--- src/rtl/can_bt_pkg.sv ---
// Package: shared types and helpers for the CAN bit timer.
// Assumes: segment order SYNC -> PROP -> PH1 -> PH2 -> SYNC.
package can_bt_pkg;

    typedef enum logic [1:0] {
        SEG_SYNC = 2'd0,
        SEG_PROP = 2'd1,
        SEG_PH1  = 2'd2,
        SEG_PH2  = 2'd3
    } seg_e;

    // Number of earlier quantum-boundary samples kept for the majority vote
    localparam int unsigned VOTE_HIST = 2;

    // Segment that follows the given one within a bit
    function automatic seg_e seg_after(input seg_e s);
        case (s)
            SEG_SYNC: seg_after = SEG_PROP;
            SEG_PROP: seg_after = SEG_PH1;
            SEG_PH1:  seg_after = SEG_PH2;
            default:  seg_after = SEG_SYNC;
        endcase
    endfunction

    // 2-of-3 majority
    function automatic logic vote3(input logic a, input logic b, input logic c);
        vote3 = (a & b) | (a & c) | (b & c);
    endfunction

endpackage

--- src/rtl/can_tq_prescaler.sv ---
// Module: time-quantum prescaler.
// Emits tq_en for one cycle every (div + 1) clocks. A restart clears the count,
// so the next quantum begins on the following clock.
// Assumes: div is stable outside of reset.
module can_tq_prescaler #(
    parameter int unsigned DIV_W = 8
) (
    input  logic             clk,
    input  logic             rst_n,
    input  logic [DIV_W-1:0] div,
    input  logic             restart,
    output logic             tq_en
);

    logic [DIV_W-1:0] cnt;

    // Quantum ends when the count reaches the programmed setting
    always_comb tq_en = (cnt == div);

    // Count clocks within the current quantum
    always_ff @(posedge clk) begin
        if (!rst_n)
            cnt <= '0;
        else if (restart || tq_en)
            cnt <= '0;
        else
            cnt <= cnt + 1'b1;
    end

endmodule

--- src/rtl/can_bit_sequencer.sv ---
// Module: bit segment sequencer.
// Steps through SYNC (1 quantum), PROP, PH1 and PH2 (each len + 1 quanta) on
// each tq_en. It flags the sample point (last quantum of PH1 ending) and the
// bit end (last quantum of PH2 ending). A restart forces SYNC, quantum 0, and
// suppresses both flags in that cycle.
// Assumes: lengths are stable outside of reset.
module can_bit_sequencer
    import can_bt_pkg::*;
#(
    parameter int unsigned SEG_W = 3
) (
    input  logic             clk,
    input  logic             rst_n,
    input  logic             tq_en,
    input  logic             restart,
    input  logic [SEG_W-1:0] prop_len,
    input  logic [SEG_W-1:0] ph1_len,
    input  logic [SEG_W-1:0] ph2_len,
    output logic             sample_pt,
    output logic             bit_end
);

    seg_e             seg;
    logic [SEG_W-1:0] qcnt;
    logic [SEG_W-1:0] cur_len;
    logic             seg_last;

    // Length (minus one) of the segment in progress
    always_comb begin
        case (seg)
            SEG_SYNC: cur_len = '0;
            SEG_PROP: cur_len = prop_len;
            SEG_PH1:  cur_len = ph1_len;
            default:  cur_len = ph2_len;
        endcase
    end

    // Segment boundary and event flags for this quantum edge
    always_comb begin
        seg_last  = (qcnt == cur_len);
        sample_pt = tq_en && !restart && seg_last && (seg == SEG_PH1);
        bit_end   = tq_en && !restart && seg_last && (seg == SEG_PH2);
    end

    // Advance quantum counter and segment
    always_ff @(posedge clk) begin
        if (!rst_n) begin
            seg  <= SEG_SYNC;
            qcnt <= '0;
        end else if (restart) begin
            seg  <= SEG_SYNC;
            qcnt <= '0;
        end else if (tq_en) begin
            if (seg_last) begin
                seg  <= seg_after(seg);
                qcnt <= '0;
            end else begin
                qcnt <= qcnt + 1'b1;
            end
        end
    end

endmodule

--- src/rtl/can_line_sampler.sv ---
// Module: receive line sampler.
// Keeps the line level seen at the previous VOTE_HIST quantum edges. At the
// sample point it decides the bit from the current level alone, or from a 2-of-3
// vote with the two stored levels, and raises sample_stb for one cycle.
// Assumes: rx_line is already synchronized to clk.
module can_line_sampler
    import can_bt_pkg::*;
(
    input  logic clk,
    input  logic rst_n,
    input  logic tq_en,
    input  logic sample_pt,
    input  logic triple_mode,
    input  logic rx_line,
    output logic rx_bit,
    output logic sample_stb
);

    logic [VOTE_HIST-1:0] hist;
    logic                 decided;

    // Bit decision: single level or majority with the two prior quantum edges
    always_comb decided = triple_mode ? vote3(rx_line, hist[0], hist[VOTE_HIST-1]) : rx_line;

    // Shift line history on each quantum edge
    always_ff @(posedge clk) begin
        if (!rst_n)
            hist <= '1;
        else if (tq_en)
            hist <= {hist[VOTE_HIST-2:0], rx_line};
    end

    // Register decided bit and its strobe
    always_ff @(posedge clk) begin
        if (!rst_n) begin
            rx_bit     <= 1'b1;
            sample_stb <= 1'b0;
        end else begin
            sample_stb <= sample_pt;
            if (sample_pt)
                rx_bit <= decided;
        end
    end

endmodule

--- src/rtl/can_bit_timer.sv ---
// Module: CAN bit timing and sampler (top).
// Combines the prescaler, segment sequencer and line sampler. Performs hard
// resynchronization on an idle-bus falling edge, produces the start-of-bit
// strobe, latches the transmit bit and applies listen-only masking.
// Assumes: configuration inputs are stable outside of reset; rx_line is synchronous.
module can_bit_timer #(
    parameter int unsigned DIV_W = 8,
    parameter int unsigned SEG_W = 3
) (
    input  logic             clk,
    input  logic             rst_n,
    input  logic [DIV_W-1:0] presc_div,
    input  logic [SEG_W-1:0] prop_len,
    input  logic [SEG_W-1:0] ph1_len,
    input  logic [SEG_W-1:0] ph2_len,
    input  logic             triple_mode,
    input  logic             listen_only,
    input  logic             bus_idle,
    input  logic             rx_line,
    input  logic             tx_bit,
    output logic             rx_bit,
    output logic             sample_stb,
    output logic             tx_stb,
    output logic             tx_line
);

    logic rx_prev;
    logic hard_sync;
    logic tq_en;
    logic sample_pt;
    logic bit_end;
    logic tx_q;

    // Remember the line level of the previous clock for edge detection
    always_ff @(posedge clk) begin
        if (!rst_n)
            rx_prev <= 1'b1;
        else
            rx_prev <= rx_line;
    end

    // Idle-bus recessive-to-dominant edge restarts the bit
    always_comb hard_sync = bus_idle && rx_prev && !rx_line;

    can_tq_prescaler #(.DIV_W(DIV_W)) u_presc (
        .clk     (clk),
        .rst_n   (rst_n),
        .div     (presc_div),
        .restart (hard_sync),
        .tq_en   (tq_en)
    );

    can_bit_sequencer #(.SEG_W(SEG_W)) u_seq (
        .clk       (clk),
        .rst_n     (rst_n),
        .tq_en     (tq_en),
        .restart   (hard_sync),
        .prop_len  (prop_len),
        .ph1_len   (ph1_len),
        .ph2_len   (ph2_len),
        .sample_pt (sample_pt),
        .bit_end   (bit_end)
    );

    can_line_sampler u_samp (
        .clk         (clk),
        .rst_n       (rst_n),
        .tq_en       (tq_en),
        .sample_pt   (sample_pt),
        .triple_mode (triple_mode),
        .rx_line     (rx_line),
        .rx_bit      (rx_bit),
        .sample_stb  (sample_stb)
    );

    // Start-of-bit strobe and transmit bit latch
    always_ff @(posedge clk) begin
        if (!rst_n) begin
            tx_stb <= 1'b0;
            tx_q   <= 1'b1;
        end else begin
            tx_stb <= hard_sync || bit_end;
            if (hard_sync || bit_end)
                tx_q <= tx_bit;
        end
    end

    // Listen-only keeps the line recessive
    always_comb tx_line = tx_q | listen_only;

endmodule

--- config.mk ---
export PLATFORM = sky130hd
export DESIGN_NAME = can_bit_timer
export DESIGN_NICKNAME = d
export VERILOG_FILES = /design/src/rtl/can_bt_pkg.sv /design/src/rtl/can_tq_prescaler.sv /design/src/rtl/can_bit_sequencer.sv /design/src/rtl/can_line_sampler.sv /design/src/rtl/can_bit_timer.sv
export SDC_FILE = /design/constraint.sdc
export NUM_CORES = 1
export LEC_CHECK = 0
export BUFFER_PORTS_ARGS = -buffer_cell sky130_fd_sc_hd__buf_2
export CORE_MARGIN = 5
export CORE_UTILIZATION = 47
export DETAILED_ROUTE_END_ITERATION = 7
export PLACE_DENSITY = 0.73
export SYNTH_ARGS = -nofsm -noshare
export SYNTH_HDL_FRONTEND = slang
export SYNTH_SLANG_ARGS = --single-unit
export TNS_END_PERCENT = 20
--- constraint.sdc ---
create_clock -name clk -period 1.9 [get_ports clk]
set_input_delay 0 -clock clk [delete_from_list [all_inputs] [get_ports clk]]
set_output_delay 0 -clock clk [all_outputs]
set_load 0.005 [all_outputs]
# After elaboration in Yosys (flattened, before gate mapping)

Index checks and enable logic that the tools add are counted.

Output and inout bits: 4
Flip-flop bits (word level): 20
Word-level logic and storage cells: 41
Input bits: 24

Multiplexer cells: 4
Reduce and logical (&&, ||, !) cells: 14
$add $sub $neg: 2
Equal/unequal tests: 5
Bitwise gates (word level): 7

Operator list:

| cell                                                | number |
|---|---|
| one-hot mux 3 bit (3 select lines)                  | 1 |
| adder 8 x 1 -> 8 bit, second input constant         | 1 |
| equality test 8 bit                                 | 1 |
| logical AND 1 bit                                   | 6 |
| one-hot mux 2 bit (3 select lines)                  | 1 |
| equality test 2 bit, second input constant          | 2 |
| OR reduction 2 bit                                  | 2 |
| adder 3 x 1 -> 3 bit, second input constant         | 1 |
| bitwise AND 1 bit                                   | 3 |
| equality test 3 bit                                 | 1 |
| two-way mux 3 bit                                   | 1 |
| OR 1 bit                                            | 3 |
| equality test 2 x 1 -> 1 bit, second input constant | 1 |
| zero test 1 bit                                     | 2 |
| zero test 2 bit                                     | 1 |
| logical OR 1 bit                                    | 2 |
| AND reduction 2 bit                                 | 1 |
| two-way mux 1 bit                                   | 1 |
| inverter 1 bit                                      | 1 |

# Logic depth before layout (Yosys ltp)

Word-level depth: 7
Mapped depth: 8
Depth with buffers taken out: 7

# Modules after synthesis

Synthesis repeated with hierarchy kept, for this count alone.

Cell total of the unflattened synthesis: 124
Area total of the unflattened synthesis: 1188.6 um^2

By module, submodules not included:

| module            | times used | area an instance (um^2) | sequential area each (um^2) | cells an instance |
|---|---|---|---|---|
| can_tq_prescaler  | 1          | 467.9                   | 160.2                       | 47 |
| can_bit_sequencer | 1          | 445.4                   | 100.1                       | 52 |
| can_line_sampler  | 1          | 153.9                   | 80.1                        | 15 |
| can_bit_timer     | 1          | 121.4                   | 60.1                        | 10 |

# Worst setup path before layout

OpenSTA, ideal clock, no wires.

Path type: register to register
Start: register u_seq.seg[0]
End: register tx_q
Setup time: 0.124 ns
Stages on the path, launching flop included: 9
Data required time: 1.776 ns
Setup slack: -0.094 ns
Buffers on the path: 1
Data arrival time: 1.870 ns
Clock period less this slack: 1.994 ns
Cells stage by stage: dfxtp_1 -> inv_1 -> ha_1 -> a22oi_1 -> xnor2_1 -> or4_1 -> buf_2 -> a211oi_1 -> nor3_1

Longest elaborated chain between the ends: 6
Elaborated cells between the ends (all ways): 9
Those cells by class: eq/ne (4); mux (1); reduce/logical (4)

RTL lines:

| item                                              | line                    | source |
|---|---|---|
| start, declared                                   | can_bit_sequencer.sv:23 | `seg_e seg;` |
| start signal, assigned                            | can_bit_sequencer.sv:55 | `seg <= seg_after(seg);` |
| equality test 2 bit, or another cell as far along | can_bit_sequencer.sv:30 | `case (seg)` |
| one-hot mux 3 bit (3 select lines)                | can_bit_sequencer.sv:30 |  |
| equality test 3 bit                               | can_bit_sequencer.sv:40 | `seg_last = (qcnt == cur_len);` |
| logical AND 1 bit                                 | can_bit_sequencer.sv:42 | `bit_end = tq_en && !restart && seg_last && (seg == SEG_PH2);` |
| logical AND 1 bit *                               | can_bit_sequencer.sv:42 |  |
| logical OR 1 bit *                                | can_bit_timer.sv:83     | `if (hard_sync \|\| bit_end)` |
| end signal, assigned                              | can_bit_timer.sv:84     | `tx_q <= tx_bit;` |
| end, declared                                     | can_bit_timer.sv:32     | `logic tx_q;` |

Mark *: on every way between the ends. The rest lies on a longest branch, timed or not.
A chain may end at the register's enable or synchronous reset.

# Final worst setup path

Start: register u_seq.seg[0]
End: register u_samp.rx_bit

Longest elaborated chain between the ends: 5
Elaborated cells between the ends (all ways): 7
Those cells by class: eq/ne (3); mux (1); reduce/logical (3)

RTL lines:

| item                                              | line                                             | source |
|---|---|---|
| equality test 2 bit, or another cell as far along | can_bit_sequencer.sv:30, can_bit_sequencer.sv:41 |  |
| one-hot mux 3 bit (3 select lines)                | can_bit_sequencer.sv:30                          |  |
| equality test 3 bit                               | can_bit_sequencer.sv:40                          |  |
| logical AND 1 bit                                 | can_bit_sequencer.sv:41                          | `sample_pt = tq_en && !restart && seg_last && (seg == SEG_PH1);` |
| logical AND 1 bit *                               | can_bit_sequencer.sv:41                          |  |
| end signal, assigned                              | can_line_sampler.sv:41                           | `rx_bit <= decided;` |
| end, declared                                     | can_line_sampler.sv:15                           | `output logic rx_bit,` |

Marked as above.

==> results_dict.tcl <==
set metrics [dict create \
    finalNetCount 206 \
    rows 17 \
    critical_path.top_delay_family "flip-flops" \
    drtPass1Iterations 4 \
    drive_gt1_share_pct 35.26 \
    die_h_um 59.25 \
    async_reset_ff_share_pct 0 \
    r2r-start "u_seq.seg[0]" \
    drcViolationCount 0 \
    crit_arrival_ps 2110 \
    grt_pass1_vias 1077 \
    grt_max_degree 11 \
    overflow 0 \
    io_pins 28 \
    core_um2 2255 \
    grt_setup_unrepaired "true" \
    finalWorstSetupSlack_ps -14.62 \
    avgSynthCellArea_um2 8.836 \
    r2r_slack_ps -10 \
    cts_root_buf "clkbuf_4" \
    slew_headroom_pct 77.91 \
    slowest_stage "dfxtp_4" \
    synth_edf_count 0 \
    die-width_um 59.25 \
    crit_path_start_kind "flop" \
    p_comb_share_pct 13.2 \
    post_drt_via_cell_ratio 5.373 \
    die-area_um2 3510 \
    dp_cells 195 \
    seq_area_frac_synth_pct 35.13 \
    drtIter0Drc 23 \
    path_clk_slew_ps 110 \
    cap_viol_max_count 0 \
    grt_pass1_wl_um 4215 \
    cts_buffers 3 \
    ant_nets 0 \
    outcome "finished with violations" \
    setup_tns_ps -16.28 \
    insertion_delay_ps 300 \
    vias 1080 \
    cts.sinks 20 \
    hold_viol_final 0 \
    p_sw_mw 0.1772 \
    ys.flop_type "dfxtp_1" \
    antenna_found_initial 0 \
    crit_buf_inv 2 \
    io_buffers 27 \
    min_path_type "primary input to flop" \
    wirelength_um 2742 \
    ys_types 35 \
    setup_viol 2 \
    slew_violations 0 \
    cellPowerDensity_nw_per_um2 477.2 \
    clk_path_buf_depth 2 \
    max_freq_mhz 522.3 \
    swShare_pct 24.27 \
    grt.total_usage_pct 15.58 \
    yosysWarnings 0 \
    violations "setup timing" \
    dp_hpwl_um 2086 \
    min_period_ps 1915 \
    worstSetupEndpointType "flop" \
    post_cts_buffers 0 \
    yosys.area.top_type "dfxtp_1" \
    final_util_pct 67.87 \
    syn_area_um2 1140 \
    syn_nets 160 \
    path_class "flop to flop" \
    synth_area_leaders "dfxtp_1 35%, xnor2_1 13%, ha_1 7.7%" \
    sequentialPowerShare_pct 59.5 \
    finClkSkew_ps 1.271 \
    cpPeakStageDelay_ps 400 \
    worstPathMaxFanout 4 \
    antenna_cells 0 \
    stdcell_count 201 \
    synth_cells 129 \
    peakVddDrop_uv 384.5 \
    synth_top_area_share_pct 35.13 \
    htree_levels 1 \
    hold_start "tx_bit" \
    synthToLayoutAreaGrowth_pct 34.25 \
    power.internal_mw 0.5530 \
    cp_cell_sequence "inv_4, ha_4, a22oi_2, xnor2_2, buf_4, nor4_4, o2111ai_2, mux2_4" \
    cts_tree "done" \
    worst_slew_pin_slew_ps 329.0 \
    crit_start "u_seq.seg[0]" \
    finalCritPeriodShare_pct 100.8 \
    ys_ff_latch 20 \
    place_congestion 0.7759 \
    leakagePower_nw 0.6328 \
    initial_core_util_pct 50.55 \
    crit_required_ps 2100 \
    wl_per_cell_um 13.64 \
    power_frac_clock_pct 27.3 \
]
synthesized netlist by cell type, types with 3 or more instances:
cell and n:
dfxtp_1 20, xnor2_1 17, nand2_1 13, nor2_1 10, ha_1 7, a21oi_1 6
nand3_1 5, nand4_1 5, inv_1 4, nor3_1 4, and3_1 3, nand2b_1 3
nand3b_1 3, or4_1 3, xor2_1 3
worst min-delay path, delay by kind of cell:
family                 cells  cell delay [ps]
AOI/OAI and AO/OA          1               50
and+or+nand+nor            2              270
buffers and inverters      1               80
cells by family (layout without fill, tap and decap cells):
logic type      count (synthesis)  count (layout)  synth area share [%]
simple gates                   56              56                 26.13
fa+ha+maj                       7               7                 7.684
xor+xnor                       20              20                 15.37
buf+inv                         7              51                 3.072
mux                             2               2                 1.866
flops                          20              20                 35.13
compound gates                 17              17                 10.76
state kept, by name, indices dropped and copies added, names as in the netlist:
name               cells
rx_prev                1
tx_q                   1
tx_stb                 1
u_presc.cnt            8
u_samp.hist            2
u_samp.rx_bit          1
u_samp.sample_stb      1
u_seq.qcnt             3
u_seq.seg              2
layout make-up:
type | count | area (um^2)
multi-input combinational | 102 | 777.0
tap | 28 | 35.03
fill | 195 | 724.4
timing repair buffer | 44 | 270.3
inverter | 4 | 17.52
sequential | 20 | 407.9
clock buffer | 3 | 22.52
cells in the final DEF (no fill, tap or decap), types with 3 or more instances in the layout:
master         count
buf_2             27
dfxtp_1           18
xnor2_1           15
buf_4             14
nand2_1           13
nor2_1            10
a21oi_1            6
nand4_1            5
nand3_1            5
ha_1               5
nor3_1             4
nand3b_1           3
xor2_1             3
and3_1             3
nand2b_1           3
clkbuf_4           3
dlygate4sd3_1      3
power by group through the flow:
stage | Sequential [mW] | Clock [mW] | Combinational, mW
3_5_place_dp | 0.447 | 0 | 0.0904
6_report | 0.434 | 0.200 | 0.0962
3_3_place_gp | 0.446 | 0 | 0.0862
2_1_floorplan | 0.446 | 0 | 0.0458
4_1_cts | 0.437 | 0.204 | 0.0958
5_1_grt | 0.436 | 0.230 | 0.106
what timing repair did:
action,in CTS,in global routing
gates resized for setup,4,8
hold buffers,3,0
hold endpoints to repair,3,0
pin swaps,3,9
endpoints found under the setup margin,8,7
worst paths after layout:
path / end / cells past startpoint
worst max-delay path: u_samp.rx_bit / 8
worst min-delay path: tx_q / 4
worst max register to register: u_samp.rx_bit / 8
worst min register to register: u_samp.hist[1] / 2
metal layers:
metal / share of wire, % / vias to the layer above / global-route usage, %
li1: - / 540 / -
met1: 41 / 509 / 17.06
met2: 52 / 25 / 28.55
met3: 4.9 / 6 / 2.614
met4: 1.9 / 0 / 7.443
met5: 0 / - / 0
stage by stage:
step	hold WS [ps]	total power, mW	worst slack [ps]	cell area, um^2
floorplan	85.38	0.4922	9.355	1165
global route	180.4	0.7714	-92.68	1530
finish	153.4	0.7303	-14.62	1530
CTS	113.0	0.7372	-25.61	1495
global placement	236.2	0.5323	-45.51	1418
detailed placement	253.9	0.5373	-103.8	1418
No activity file was read; power rests on OpenSTA's default activity.
